$ cat config.mk
export PLATFORM = sky130hd
export DESIGN_NAME = ext_bus_seq
export DESIGN_NICKNAME = d
export VERILOG_FILES = /design/src/rtl/ext_bus_seq.sv
export SDC_FILE = /design/constraint.sdc
export NUM_CORES = 1
export LEC_CHECK = 0
export BUFFER_PORTS_ARGS = -buffer_cell sky130_fd_sc_hd__clkbuf_2
export CAP_MARGIN = 20
export CORE_MARGIN = 2
export CORE_UTILIZATION = 35
export DETAILED_ROUTE_END_ITERATION = 12
export PLACE_DENSITY = 0.72
export SLEW_MARGIN = 20
export SYNTH_ARGS = -nofsm -noshare
export SYNTH_HDL_FRONTEND = slang
export SYNTH_SLANG_ARGS = --single-unit
$ cat constraint.sdc
create_clock -name clk -period 4.1 [get_ports clk]
set_input_delay 0.41 -clock clk [delete_from_list [all_inputs] [get_ports clk]]
set_output_delay 0.41 -clock clk [all_outputs]
set_load 0.05 [all_outputs]
$ cat src/rtl/ext_bus_seq.sv
module ext_bus_seq #(
  parameter int COL_W = 10,
  localparam int AW = 2 * COL_W
) (
  input  logic          clk,
  input  logic          rst_n,
  input  logic          bus8,
  input  logic          req_valid,
  output logic          req_ready,
  input  logic          req_write,
  input  logic          req_word,
  input  logic [AW-1:0] req_addr,
  input  logic [15:0]   req_wdata,
  output logic          rsp_done,
  output logic [15:0]   rsp_rdata,
  output logic [AW-1:0] ext_addr,
  output logic [COL_W-1:0] dram_ma,
  output logic          cs_n,
  output logic          row_stb_n,
  output logic          col_lo_n,
  output logic          col_hi_n,
  output logic          lane_lo_n,
  output logic          lane_hi_n,
  output logic          oe_n,
  output logic          we_n,
  output logic [15:0]   ext_dout,
  output logic          ext_doe,
  input  logic [15:0]   ext_din
);

  typedef enum logic [1:0] {S_IDLE, S_ROW, S_COL} st_t;

  st_t           st;
  logic          beat, wr_q, word_q, done_q;
  logic [AW-1:0] addr_q;
  logic [15:0]   wd_q, rd_q;

  wire byte_wr = wr_q && !word_q;
  wire two     = bus8 && !byte_wr;
  wire last    = !two || beat;
  wire active  = st != S_IDLE;
  wire in_col  = st == S_COL;
  wire lo_en   = bus8 || !byte_wr || !addr_q[0];
  wire hi_en   = !bus8 && (!byte_wr || addr_q[0]);

  logic [AW-1:0] cur_a;
  always_comb begin
    if (bus8)
      cur_a = two ? {addr_q[AW-1:1], beat} : addr_q;
    else
      cur_a = byte_wr ? addr_q : {addr_q[AW-1:1], 1'b0};
  end

  wire [7:0] wbyte = (word_q && beat) ? wd_q[15:8] : wd_q[7:0];

  assign req_ready = !active;
  assign rsp_done  = done_q;
  assign rsp_rdata = word_q ? rd_q : {8'h00, addr_q[0] ? rd_q[15:8] : rd_q[7:0]};
  assign ext_addr  = cur_a;
  assign dram_ma   = !active ? '0 : (st == S_ROW) ? cur_a[AW-1:COL_W] : cur_a[COL_W-1:0];
  assign cs_n      = !active;
  assign row_stb_n = !active;
  assign col_lo_n  = !(in_col && lo_en);
  assign col_hi_n  = !(in_col && hi_en);
  assign lane_lo_n = !(active && lo_en);
  assign lane_hi_n = !(active && hi_en);
  assign oe_n      = !(active && !wr_q);
  assign we_n      = !(in_col && wr_q);
  assign ext_doe   = in_col && wr_q;
  assign ext_dout  = bus8 ? {8'h00, wbyte} : (word_q ? wd_q : {wd_q[7:0], wd_q[7:0]});

  always_ff @(posedge clk or negedge rst_n) begin
    if (!rst_n) begin
      st     <= S_IDLE;
      beat   <= 1'b0;
      wr_q   <= 1'b0;
      word_q <= 1'b0;
      done_q <= 1'b0;
      addr_q <= '0;
      wd_q   <= '0;
      rd_q   <= '0;
    end else begin
      done_q <= 1'b0;
      case (st)
        S_IDLE: if (req_valid) begin
          st     <= S_ROW;
          beat   <= 1'b0;
          wr_q   <= req_write;
          word_q <= req_word;
          addr_q <= req_addr;
          wd_q   <= req_wdata;
        end
        S_ROW: st <= S_COL;
        S_COL: begin
          if (!wr_q) begin
            if (!bus8)     rd_q       <= ext_din;
            else if (beat) rd_q[15:8] <= ext_din[7:0];
            else           rd_q[7:0]  <= ext_din[7:0];
          end
          if (last) begin
            st     <= S_IDLE;
            done_q <= 1'b1;
          end else begin
            st   <= S_ROW;
            beat <= 1'b1;
          end
        end
        default: st <= S_IDLE;
      endcase
    end
  end

endmodule

== Word-level counts from Yosys, hierarchy flattened ==
Index checks and enable logic that the tools add are counted.

* Bits in registers: 58
* Bits in latches: 0
* Bits in writable memories: 0
* Memory bits (read-only): 0
* Bits of input ports: 58
* Output and inout bits: 73
* Word-level logic and storage cells: 71
* Memories kept: 0

* $add $sub $neg: 0
* $mul: 0
* Divide/modulo/power cells: 0
* Magnitude comparators: 0
* Equality and inequality tests: 6
* Shift-type cells: 0
* Multiplexer cells: 21
* Bitwise logic cells: 1
* Reductions and logical operators: 34

{| class="wikitable"
|+ Operators by type and width
! cell !! count
|-
| 2-to-1 mux 16 bit || 4
|-
| 2-to-1 mux 8 bit || 4
|-
| 2-to-1 mux 10 bit || 2
|-
| zero test 1 bit || 13
|-
| logical AND 1 bit || 10
|-
| AND reduction 3 bit || 3
|-
| 2-to-1 mux 1 bit || 8
|-
| inequality test 2 bit (second input constant) || 3
|-
| case mux 2 bit (3 select lines) || 1
|-
| logical OR 1 bit || 4
|-
| nonzero test 2 bit || 2
|-
| equality test 2 x 1 -> 1 bit (second input constant) || 1
|-
| equality test 2 bit (second input constant) || 1
|-
| zero test 2 bit || 1
|-
| 2-to-1 mux 2 bit || 1
|-
| inequality test 2 x 1 -> 1 bit (second input constant) || 1
|-
| case mux 1 bit (2 select lines) || 1
|-
| AND reduction 2 bit || 1
|-
| inverter 1 bit || 1
|}

== Longest topological paths before layout ==
Gate-level depths: netlist of the first run.

* Word-level depth: 8
* Depth in mapped cells: 6
* Depth with buffers taken out: 3

== Worst setup path after synthesis of the first run ==
No wires, ideal clock.

* Path kind: register to output
* Start point: register word_q
* End point: output port dram_ma[0]
* Arrival time: 2,246 ps
* Required time: 3,690 ps
* Slack: 1,444 ps
* Stages on the path, launching flop included: 5
* Buffers on the path: 1
* Path through: dfrtp_1 buf_2 nand2b_1 mux2i_1 a22o_1

* Cells in the longest elaborated chain, start to end: 8
* Elaborated cells on any way between the ends: 9

{| class="wikitable"
|+ Ends and longest elaborated chain
! what !! line !! source
|-
| start, declared || 34 || <nowiki>logic beat, wr_q, word_q, done_q;</nowiki>
|-
| start signal, assigned || 89 || <nowiki>word_q <= req_word;</nowiki>
|-
| zero test 1 bit * || 38 || <nowiki>wire byte_wr = wr_q && !word_q;</nowiki>
|-
| logical AND 1 bit * || 38 ||
|-
| zero test 1 bit || 39 || <nowiki>wire two = bus8 && !byte_wr;</nowiki>
|-
| logical AND 1 bit || 39 ||
|-
| 2-to-1 mux 1 bit || 49 || <nowiki>cur_a = two ? {addr_q[AW-1:1], beat} : addr_q;</nowiki>
|-
| 2-to-1 mux 1 bit * || 48 || <nowiki>if (bus8)</nowiki>
|-
| named net ext_addr[0] || 16 || <nowiki>output logic [AW-1:0] ext_addr,</nowiki>
|-
| 2-to-1 mux 10 bit * (2 in series) || 60 || <nowiki>assign dram_ma = !active ? '0 : (st == S_ROW) ? cur_a[AW-1:COL_W] : cur_a[COL_W-1:0];</nowiki>
|-
| end, declared || 17 || <nowiki>output logic [COL_W-1:0] dram_ma,</nowiki>
|}

Mark *: on every way through the listed nets, which the timed path passes. The rest lies on a longest branch.

== Worst setup path after layout of the first run ==
* Start point: register word_q
* End point: output port ext_dout[2]

* Cells in the longest elaborated chain, start to end: 3

{| class="wikitable"
|+ Ends and longest elaborated chain
! what !! line !! source
|-
| logical AND 1 bit || 54 || <nowiki>wire [7:0] wbyte = (word_q && beat) ? wd_q[15:8] : wd_q[7:0];</nowiki>
|-
| 2-to-1 mux 8 bit || 54 ||
|-
| 2-to-1 mux 16 bit || 70 || <nowiki>assign ext_dout = bus8 ? {8'h00, wbyte} : (word_q ? wd_q : {wd_q[7:0], wd_q[7:0]});</nowiki>
|-
| end, declared || 26 || <nowiki>output logic [15:0] ext_dout,</nowiki>
|}

Every way passes these cells.

==> results of run 1 <==
through the flow:
stage          hold slack [ns]  instances  cell area [um2]  util, %
2_1_floorplan            0.114        234             3020        -
3_3_place_gp             0.481        436             3570     43.0
4_1_cts                  0.175        452             3750     45.2
6_report                 0.156        452             3750     45.2
5_1_grt                  0.197        452             3750     45.2
3_5_place_dp             0.491        436             3570     43.0
synth_stat cells:
cell type	number
buf_2	4
buf_4	23
mux2_2	70
and2_1	9
nor2_1	10
mux2_4	8
nand3_1	1
a22o_1	10
buf_6	2
a31oi_1	1
or2_2	1
or3_1	2
a21oi_1	2
o21ba_2	1
nor2_2	1
clkbuf_1	5
nor2b_1	2
o21ai_0	2
nand2b_1	4
dfrtp_1	58
nand3b_2	1
a31o_2	1
inv_1	3
mux2i_1	9
nand2_1	4
final timing paths:
kind | start | to | slack (ns) | depth (start not counted)
worst max-delay path | word_q | ext_dout[2] | 1.31 | 3
worst min-delay path | rst_n | addr_q[2] | 0.16 | 1
worst max register to register | st[1] | addr_q[16] | 1.87 | 3
worst min register to register | rd_q[2] | rd_q[2] | 0.50 | 1
max in group asynchronous | rst_n | addr_q[0] | 3.08 | 2
min in group clk | req_wdata[15] | wd_q[15] | 0.31 | 2
critical path, stage by stage, from the launching register on:
cell and delay [ns]:
dfrtp_1 0.86, nand3_1 0.52, mux2_2 0.42, clkbuf_2 0.24
area by class of cell:
| class | instances | area [um2] | area share, % |
|---|---|---|---|
| Clock inverter | 2 | 10.0 | 0.267 |
| Timing Repair Buffer | 131 | 658 | 17.5 |
| Tap cell | 105 | 131 | 3.50 |
| Clock buffer | 14 | 173 | 4.60 |
| Multi-Input combinational cell | 139 | 1320 | 35.2 |
| Inverter | 3 | 11.3 | 0.300 |
| Sequential cell | 58 | 1450 | 38.7 |
cells by family (layout without fill, tap and decap cells):
family,Yosys count,after routing,synth area share [%]
AND/OR/NAND/NOR,35,35,6.22
buffers and inverters,37,150,8.13
multiplexers,87,87,33.1
AO/OA/AOI/OAI,17,17,4.40
flip-flops,58,58,48.1
per-layer routing:
layer  wire length, um  share of wire (%)  track usage (%)  vias up
li1                  -                  -                -     1011
met1              2940                 43             18.9     1036
met2              3400                 50             23.9       68
met3               400                5.9             5.27        7
met4                65               0.96             4.55        0
met5                 0                  0                0        -
registers in the layout, indices dropped and copies added, names as in the netlist:
signal,count
addr_q,20
beat,1
rd_q,16
rsp_done,1
st,2
wd_q,16
word_q,1
wr_q,1
==> metrics, run 1 <==
commonest non-fill, non-tap cell in the layout clkbuf_2; Seq/Total Area, Yosys 48.1%; Routed Antenna Nets 0; total setup buffers inserted after CTS 0; Synth Register Bits 58; Die Wd around 97 um; clk buf depth 2; H-Tree Depth 3; chip height 96.8 um; Routed WL between 6000 and 7000 um; first-pass GRT wire length 11100 um; share of cells above drive strength 1 66.0%; fmax 0.359 GHz; Starting Density 36.3%; Pre-antenna DRT Iters 4; DP HPWL approximately 4900 um; Ant. Diodes 0; synth unique cells 25; TNS Setup 0 ns; CP arrival 2.38 ns; Syn Std Cell Area between 3000 and 4000 um2; Fillers 767; clock root buffer clkbuf_8; # rows 33; worst setup path class flip-flop to output pin; Syn Inst Count 234; Worst-path clk slew ~0.060 ns; Core Area 8300 um2; initial antenna violation count 0; Max Transition Viols Final 0; syn nets 292; Worst setup EP type output pin; # setup viols final 0; Synth area leader dfrtp_1; yosys warns 0; GRT Overall Usage 14.9%; Final min period approximately 2.8 ns; largest net degree at the start of global routing 40; Top Ports 131; Critical Path Fanout Max 20; HP Class input port to async pin; worst slew pin tran 0.914 ns; routed vias/inst approximately 4.7; CTS resizes 0; final cycle utilization of the critical path 67.9%; Post-Place Setup Slack 1.61 ns; top cells by area, synth dfrtp_1 (48%), mux2_2 (26%), buf_4 (5.7%); Avg Cell Area, Syn between 10 and 15 um2; status finished clean; number of global-route vias before repair 2245; TritonCTS Buffers 9; Layout area overhead 24.5%; CP required approximately 3.7 ns; initial DRC count 88; slack of the critical path 1.31 ns; TritonCTS clock tree built; GP Congestion 0.686; Max Cap Viol 0; Clock Sinks between 50 and 60; # DRC 0; routed len/inst roughly 15 um; DR vias 2122; Fin Clk Skew 0.00740 ns; max_slew headroom 39.1%; Final Hold Viols 0; clk_lat worst skew about 0.33 ns; commonest non-fill, non-tap cells in the layout clkbuf_2 (130), mux2_2 (70), dfrtp_1 (58), clkbuf_8 (12); # hold bufs at CTS 0; grt total ovfl 0; RSZ-0062 raised after global routing no; startpoint types flip-flop; final layout net count 400; die area approximately 9400 um2; quantity of I/O buffers inserted on ports between 100 and 150; top-area cell type share of the netlist area between 40 and 50%
Power of run 1 is not shown: default switching activity piles up to over one toggle a cycle in this logic, so the estimate is an artifact.
==> inputs of run 2 (changes only) <==
clock period = 2.57 ns   (was 4.1 ns; I/O delays follow)
==> run 2 against run 1 <==
Compared with the run above:
- non-clock buffer count increased by 7
- utilization increased by 0.84 points
- hold slack improved by 0.0023 ns
- sequential share of layout area decreased by 0.71 points
- worst setup slack got worse by 0.85 ns
- final cell count increased by 1.3%
- global-route usage increased by 0.13 points
- die area unchanged
- count of clock-buffer cells in the layout decreased by 2
- sequential cell count unchanged
- wire length increased by 0.29%
- via count increased by 1.8%
- critical endpoint is now dram_ma[0]
==> metrics, run 2 (synthesis results as in run 1) <==
status finished clean (unchanged); HP Start req_addr[11]; clock root buffer clkbuf_8 (unchanged); Final min period 2.11 ns; Fin Clk Skew 0.00397 ns (was 0.00740 ns); Routed WL 6820 um (was 6800 um); reg2reg start st[1] (unchanged); routed len/inst 14.9 um (was 15.1 um); worst slew pin tran 0.736 ns (was 0.914 ns); Worst setup EP type output pin (unchanged); number of global-route vias before repair 2179 (was 2245); R2R cell count 4 (was 3); biggest registers after layout addr_q (20), rd_q (16), wd_q (16) (unchanged); CP required 2.31 ns (was 3.69 ns); H-Tree Depth 3 (unchanged); total setup buffers inserted after CTS 0 (unchanged); # rows 33 (unchanged); routed vias/inst 4.72 (was 4.69); Core Area 8300 um2 (unchanged); max reg flops 20 (unchanged); final layout net count 407 (was 400); Final Hold Viols 0 (unchanged); clk buf depth 2 (unchanged); TNS Setup 0 ns (unchanged); Pre-antenna DRT Iters 4 (unchanged); Top Family by Delay on Critical Path flip-flops (unchanged); Worst-path clk slew 0.06 ns (about the same); max_slew headroom 50.9% (was 39.1%); DP HPWL 5140 um (was 4910 um); Critical Path Fanout Max 9 (was 20); share of cells above drive strength 1 66.3% (was 66.0%); # DRC 0 (unchanged); Top Ports 131 (unchanged); Routed Antenna Nets 0 (unchanged); WP buf/inv 1 (unchanged); initial antenna violation count 0 (unchanged); clk_lat worst skew 0.33 ns (about the same); largest net degree at the start of global routing 30 (was 40); grt total ovfl 0 (unchanged); R2R Setup Slk 0.75 ns (was 1.87 ns); commonest non-fill, non-tap cells in the layout clkbuf_2 (130), mux2_2 (70), dfrtp_1 (58) (was clkbuf_2 (130), mux2_2 (70), dfrtp_1 (58), clkbuf_8 (12)); Min-Delay Endpoint addr_q[11]; GRT Overall Usage 15.0% (was 14.9%); CP arrival 1.85 ns (was 2.38 ns); cell area after layout 3820 um2 (was 3750 um2); GP Congestion 0.724 (was 0.686); Ant. Diodes 0 (unchanged); CP max stage cell dfrtp_1 (unchanged); first-pass GRT wire length 11100 um (about the same); RSZ-0062 raised after global routing no (unchanged); DR vias 2161 (was 2122); die area 9370 um2 (unchanged); # setup viols final 0 (unchanged); worst setup path class flip-flop to output pin (unchanged); Max Cap Viol 0 (unchanged); Max stage delay on crit path 0.48 ns (was 0.86 ns); placed cell area 3630 um2 (was 3570 um2); Layout area overhead 26.8% (was 24.5%); Top reg by flops addr_q (unchanged); TritonCTS Buffers 9 (unchanged); TritonCTS clock tree built (unchanged); Die Wd 96.8 um (unchanged); # hold bufs at CTS 1 (was 0); Worst R2R End addr_q[18] (was addr_q[16]); quantity of I/O buffers inserted on ports 130 (unchanged); startpoint types flip-flop (unchanged); final cycle utilization of the critical path between 80% and 90%; Starting Density 36.3% (unchanged); Crit. Startpoint word_q (unchanged); initial DRC count 54 (was 88); fmax 0.474 GHz; Hold Path Depth 2; HP Class input port to flip-flop (was input port to async pin); worst-path cell chain nand2b_1 > mux2i_1 > a22o_1 > clkbuf_2 (was nand3_1 > mux2_2 > clkbuf_2); Clock Sinks 58 (unchanged); commonest non-fill, non-tap cell in the layout clkbuf_2 (unchanged); chip height 96.8 um (unchanged); Max Transition Viols Final 0 (unchanged); CTS resizes 0 (unchanged)
-- run 2: cell types whose count changed in the layout (fill, tap and decap cells not counted), sizes merged --
| cell | change |
|---|---|
| clkbuf | -2 |
| bufinv | +1 |
| buf | +6 |
| dlygate4sd3 | +1 |
-- run 2: worst max path at each step --
| stage | end | slack, ns | cells after the start |
|---|---|---|---|
| 6_report | dram_ma[0] | 0.46 | 4 |
| 5_1_grt | ext_dout[3] | 0.29 | 3 |
| 4_1_cts | ext_dout[3] | 0.38 | 3 |
| 3_5_place_dp | ext_dout[3] | 0.62 | 4 |
| 3_3_place_gp | ext_dout[4] | 0.67 | 4 |
| 2_1_floorplan | dram_ma[0] | 0.07 | 4 |
-- run 2: layout make-up --
type / instances / area [um2]
Multi-Input combinational cell: 139 / 1320
Sequential cell: 58 / 1450
Clock buffer: 12 / 145
Tap cell: 105 / 131
Clock inverter: 3 / 40.0
Fill cell: 787 / 4470
Inverter: 3 / 11.3
Timing Repair Buffer: 138 / 726
-- run 2: worst reg2reg max path: stages, from the launching register on --
cell,delay (ns)
dfrtp_1,0.46
nor2_2,0.22
and2_2,0.42
buf_12,0.24
mux2_2,0.36
-- run 2: metal layers --
metal / part of all wire (%) / vias to the layer above / GRT usage, %
met5: 0 / - / 0
li1: - / 1032 / -
met4: 1.0 / 0 / 4.55
met3: 6.1 / 6 / 4.77
met2: 48 / 68 / 24.0
met1: 45 / 1055 / 19.5
-- run 2: per-stage QoR --
step	util, %	instances	hold slack, ns	worst slack (ns)
2_1_floorplan	-	234	-0.0386	0.0672
3_3_place_gp	43.7	442	0.350	0.673
3_5_place_dp	43.7	442	0.364	0.619
4_1_cts	46.1	458	0.139	0.376
5_1_grt	46.1	458	0.139	0.295
6_report	46.1	458	0.158	0.461
Power of run 2 is left out for the same reason.
==> inputs of run 3 (changes only) <==
clock period = 2.05 ns   (was 2.57 ns; I/O delays follow)
==> run 3 against run 2 <==
Compared with the run above:
- register-to-register slack got worse by 0.40 ns
- worst setup slack got worse by 0.33 ns
- non-clock buffer count stayed put
- die area unchanged
- utilization increased by 0.96 points
- critical path depth unchanged
- wire length up 4.1%
- clock skew is 0.0017 ns higher
- via count grew 1.5%
- sequential cell count stayed put
- first-iteration DRC count decreased by 3.7%
- critical endpoint is now lane_lo_n
==> metrics, run 3 (synthesis results as in run 1) <==
status finished clean (unchanged); Critical Path Fanout Max 6 (was 9); Pre-antenna DRT Iters 4 (unchanged); Max Cap Viol 0 (unchanged); DR vias 2193 (was 2161); biggest registers after layout addr_q (20), rd_q (16), wd_q (16) (unchanged); Worst-path clk slew 0.06 ns (about the same); Final min period 1.92 ns; die area 9370 um2 (unchanged); Final Hold Viols 0 (unchanged); share of cells above drive strength 1 67.2% (was 66.3%); clk_lat worst skew 0.32 ns (was 0.33 ns); number of global-route vias before repair 2235 (was 2179); area of the multi-input gates 1340 um2 (was 1320 um2); chip height 96.8 um (unchanged); Die Wd 96.8 um (unchanged); max reg flops 20 (unchanged); largest net degree at the start of global routing 35 (was 30); Routed WL 7100 um (was 6820 um); Clock Sinks 58 (unchanged); fmax 0.521 GHz; quantity of I/O buffers inserted on ports 130 (unchanged); cell count along the critical path 4 (unchanged); R2R cell count 3 (was 4); routed len/inst 15.5 um (was 14.9 um); initial DRC count 52 (was 54); WP buf/inv 1 (unchanged); # rows 33 (unchanged); Ant. Diodes 0 (unchanged); GP Congestion 0.758 (was 0.724); final cycle utilization of the critical path 93.5%; startpoint types flip-flop (unchanged); Max Transition Viols Final 0 (unchanged); Fillers 745 (was 787); Core Area 8300 um2 (unchanged); Starting Density 36.3% (unchanged); HP Class input port to flip-flop (unchanged); # setup viols final 0 (unchanged); RSZ-0062 raised after global routing no (unchanged); DP HPWL 5270 um (was 5140 um); Layout area overhead 29.5% (was 26.8%); Hold Path Depth 2 (unchanged); commonest non-fill, non-tap cells in the layout clkbuf_2 (127), mux2_2 (70), dfrtp_1 (58), clkbuf_8 (11) (was clkbuf_2 (130), mux2_2 (70), dfrtp_1 (58)); clk buf depth 2 (unchanged); # DRC 0 (unchanged); TritonCTS clock tree built (unchanged); CP required 1.85 ns (was 2.31 ns); Top Ports 131 (unchanged); Top Family by Delay on Critical Path simple AND/OR/NAND/NOR gates (was flip-flops); FF+latch area 1450 um2 (unchanged); max_slew headroom 55.6% (was 50.9%); worst-path cell chain nand2b_2 > or3_1 > o21ai_0 > buf_12 (was nand2b_1 > mux2i_1 > a22o_1 > clkbuf_2); grt total ovfl 0 (unchanged); TNS Setup 0 ns (unchanged); CP max stage cell dfrtp_1 (unchanged); H-Tree Depth 3 (unchanged); TritonCTS Buffers 9 (unchanged); CP arrival 1.71 ns (was 1.85 ns); Routed Antenna Nets 0 (unchanged); total setup buffers inserted after CTS 0 (unchanged); worst setup path class flip-flop to output pin (unchanged); commonest non-fill, non-tap cell in the layout clkbuf_2 (unchanged); clock root buffer clkbuf_8 (unchanged); Worst setup EP type output pin (unchanged); first-pass GRT wire length 11300 um (was 11100 um); final layout net count 407 (unchanged); Top reg by flops addr_q (unchanged); initial antenna violation count 0 (unchanged); GRT Overall Usage 15.2% (was 15.0%); routed vias/inst 4.78 (was 4.72); worst slew pin tran 0.665 ns (was 0.736 ns); Max stage delay on crit path 0.41 ns (was 0.48 ns); Fin Clk Skew 0.00569 ns (was 0.00397 ns)
run 3: cell types whose count changed in the layout (fill, tap and decap cells not counted), moves of 2 or more:
cell	delta
buf_12	+3
nand2b_2	+2
clkbuf_2	-3
nand2b_1	-2
run 3: cell type report:
| class | instances | share of cell area (%) |
|---|---|---|
| Timing Repair Buffer | 138 | 19.7 |
| Clock buffer | 14 | 4.17 |
| Sequential cell | 58 | 37.2 |
| Tap cell | 105 | 3.36 |
| Inverter | 3 | 0.288 |
| Multi-Input combinational cell | 139 | 34.4 |
| Clock inverter | 2 | 0.897 |
run 3: routing by layer:
layer / vias to the layer above / track usage [%] / wire length (um)
met2: 81 / 24.7 / 3510
met5: - / 0 / 0
met1: 1079 / 19.2 / 3120
met3: 4 / 4.99 / 454
met4: 0 / 4.98 / 22
li1: 1029 / - / -
run 3: per-stage QoR:
step | hold slack (ns) | util (%) | std cells | cell area, um2 | setup slack (ns)
after floorplan | -0.0906 | - | 234 | 3030 | 0.0364
after global placement | 0.265 | 44.4 | 442 | 3680 | 0.394
after detailed placement | 0.265 | 44.4 | 442 | 3680 | 0.324
after CTS | 0.0822 | 47.0 | 459 | 3900 | 0.0403
after global routing | 0.0876 | 47.1 | 459 | 3910 | 0.0169
final | 0.109 | 47.1 | 459 | 3910 | 0.132
run 3: path summary, 6_finish.rpt:
check | startpoint | endpoint | slack [ns]
worst min register to register | rd_q[0] | rd_q[0] | 0.50
worst min-delay path | req_addr[19] | addr_q[19] | 0.11
min in group asynchronous | rst_n | addr_q[2] | 0.45
worst max-delay path | word_q | lane_lo_n | 0.13
max in group asynchronous | rst_n | wd_q[9] | 0.99
worst max register to register | st[0] | rd_q[11] | 0.35
run 3: what timing repair did:
item | CTS | global route
resized for setup | 1 | 4
hold endpoints to repair | 24 | 0
endpoints found under the setup margin | 4 | 10
hold buffers | 1 | 0
cloned | 0 | 0
Power of run 3 is left out for the same reason.
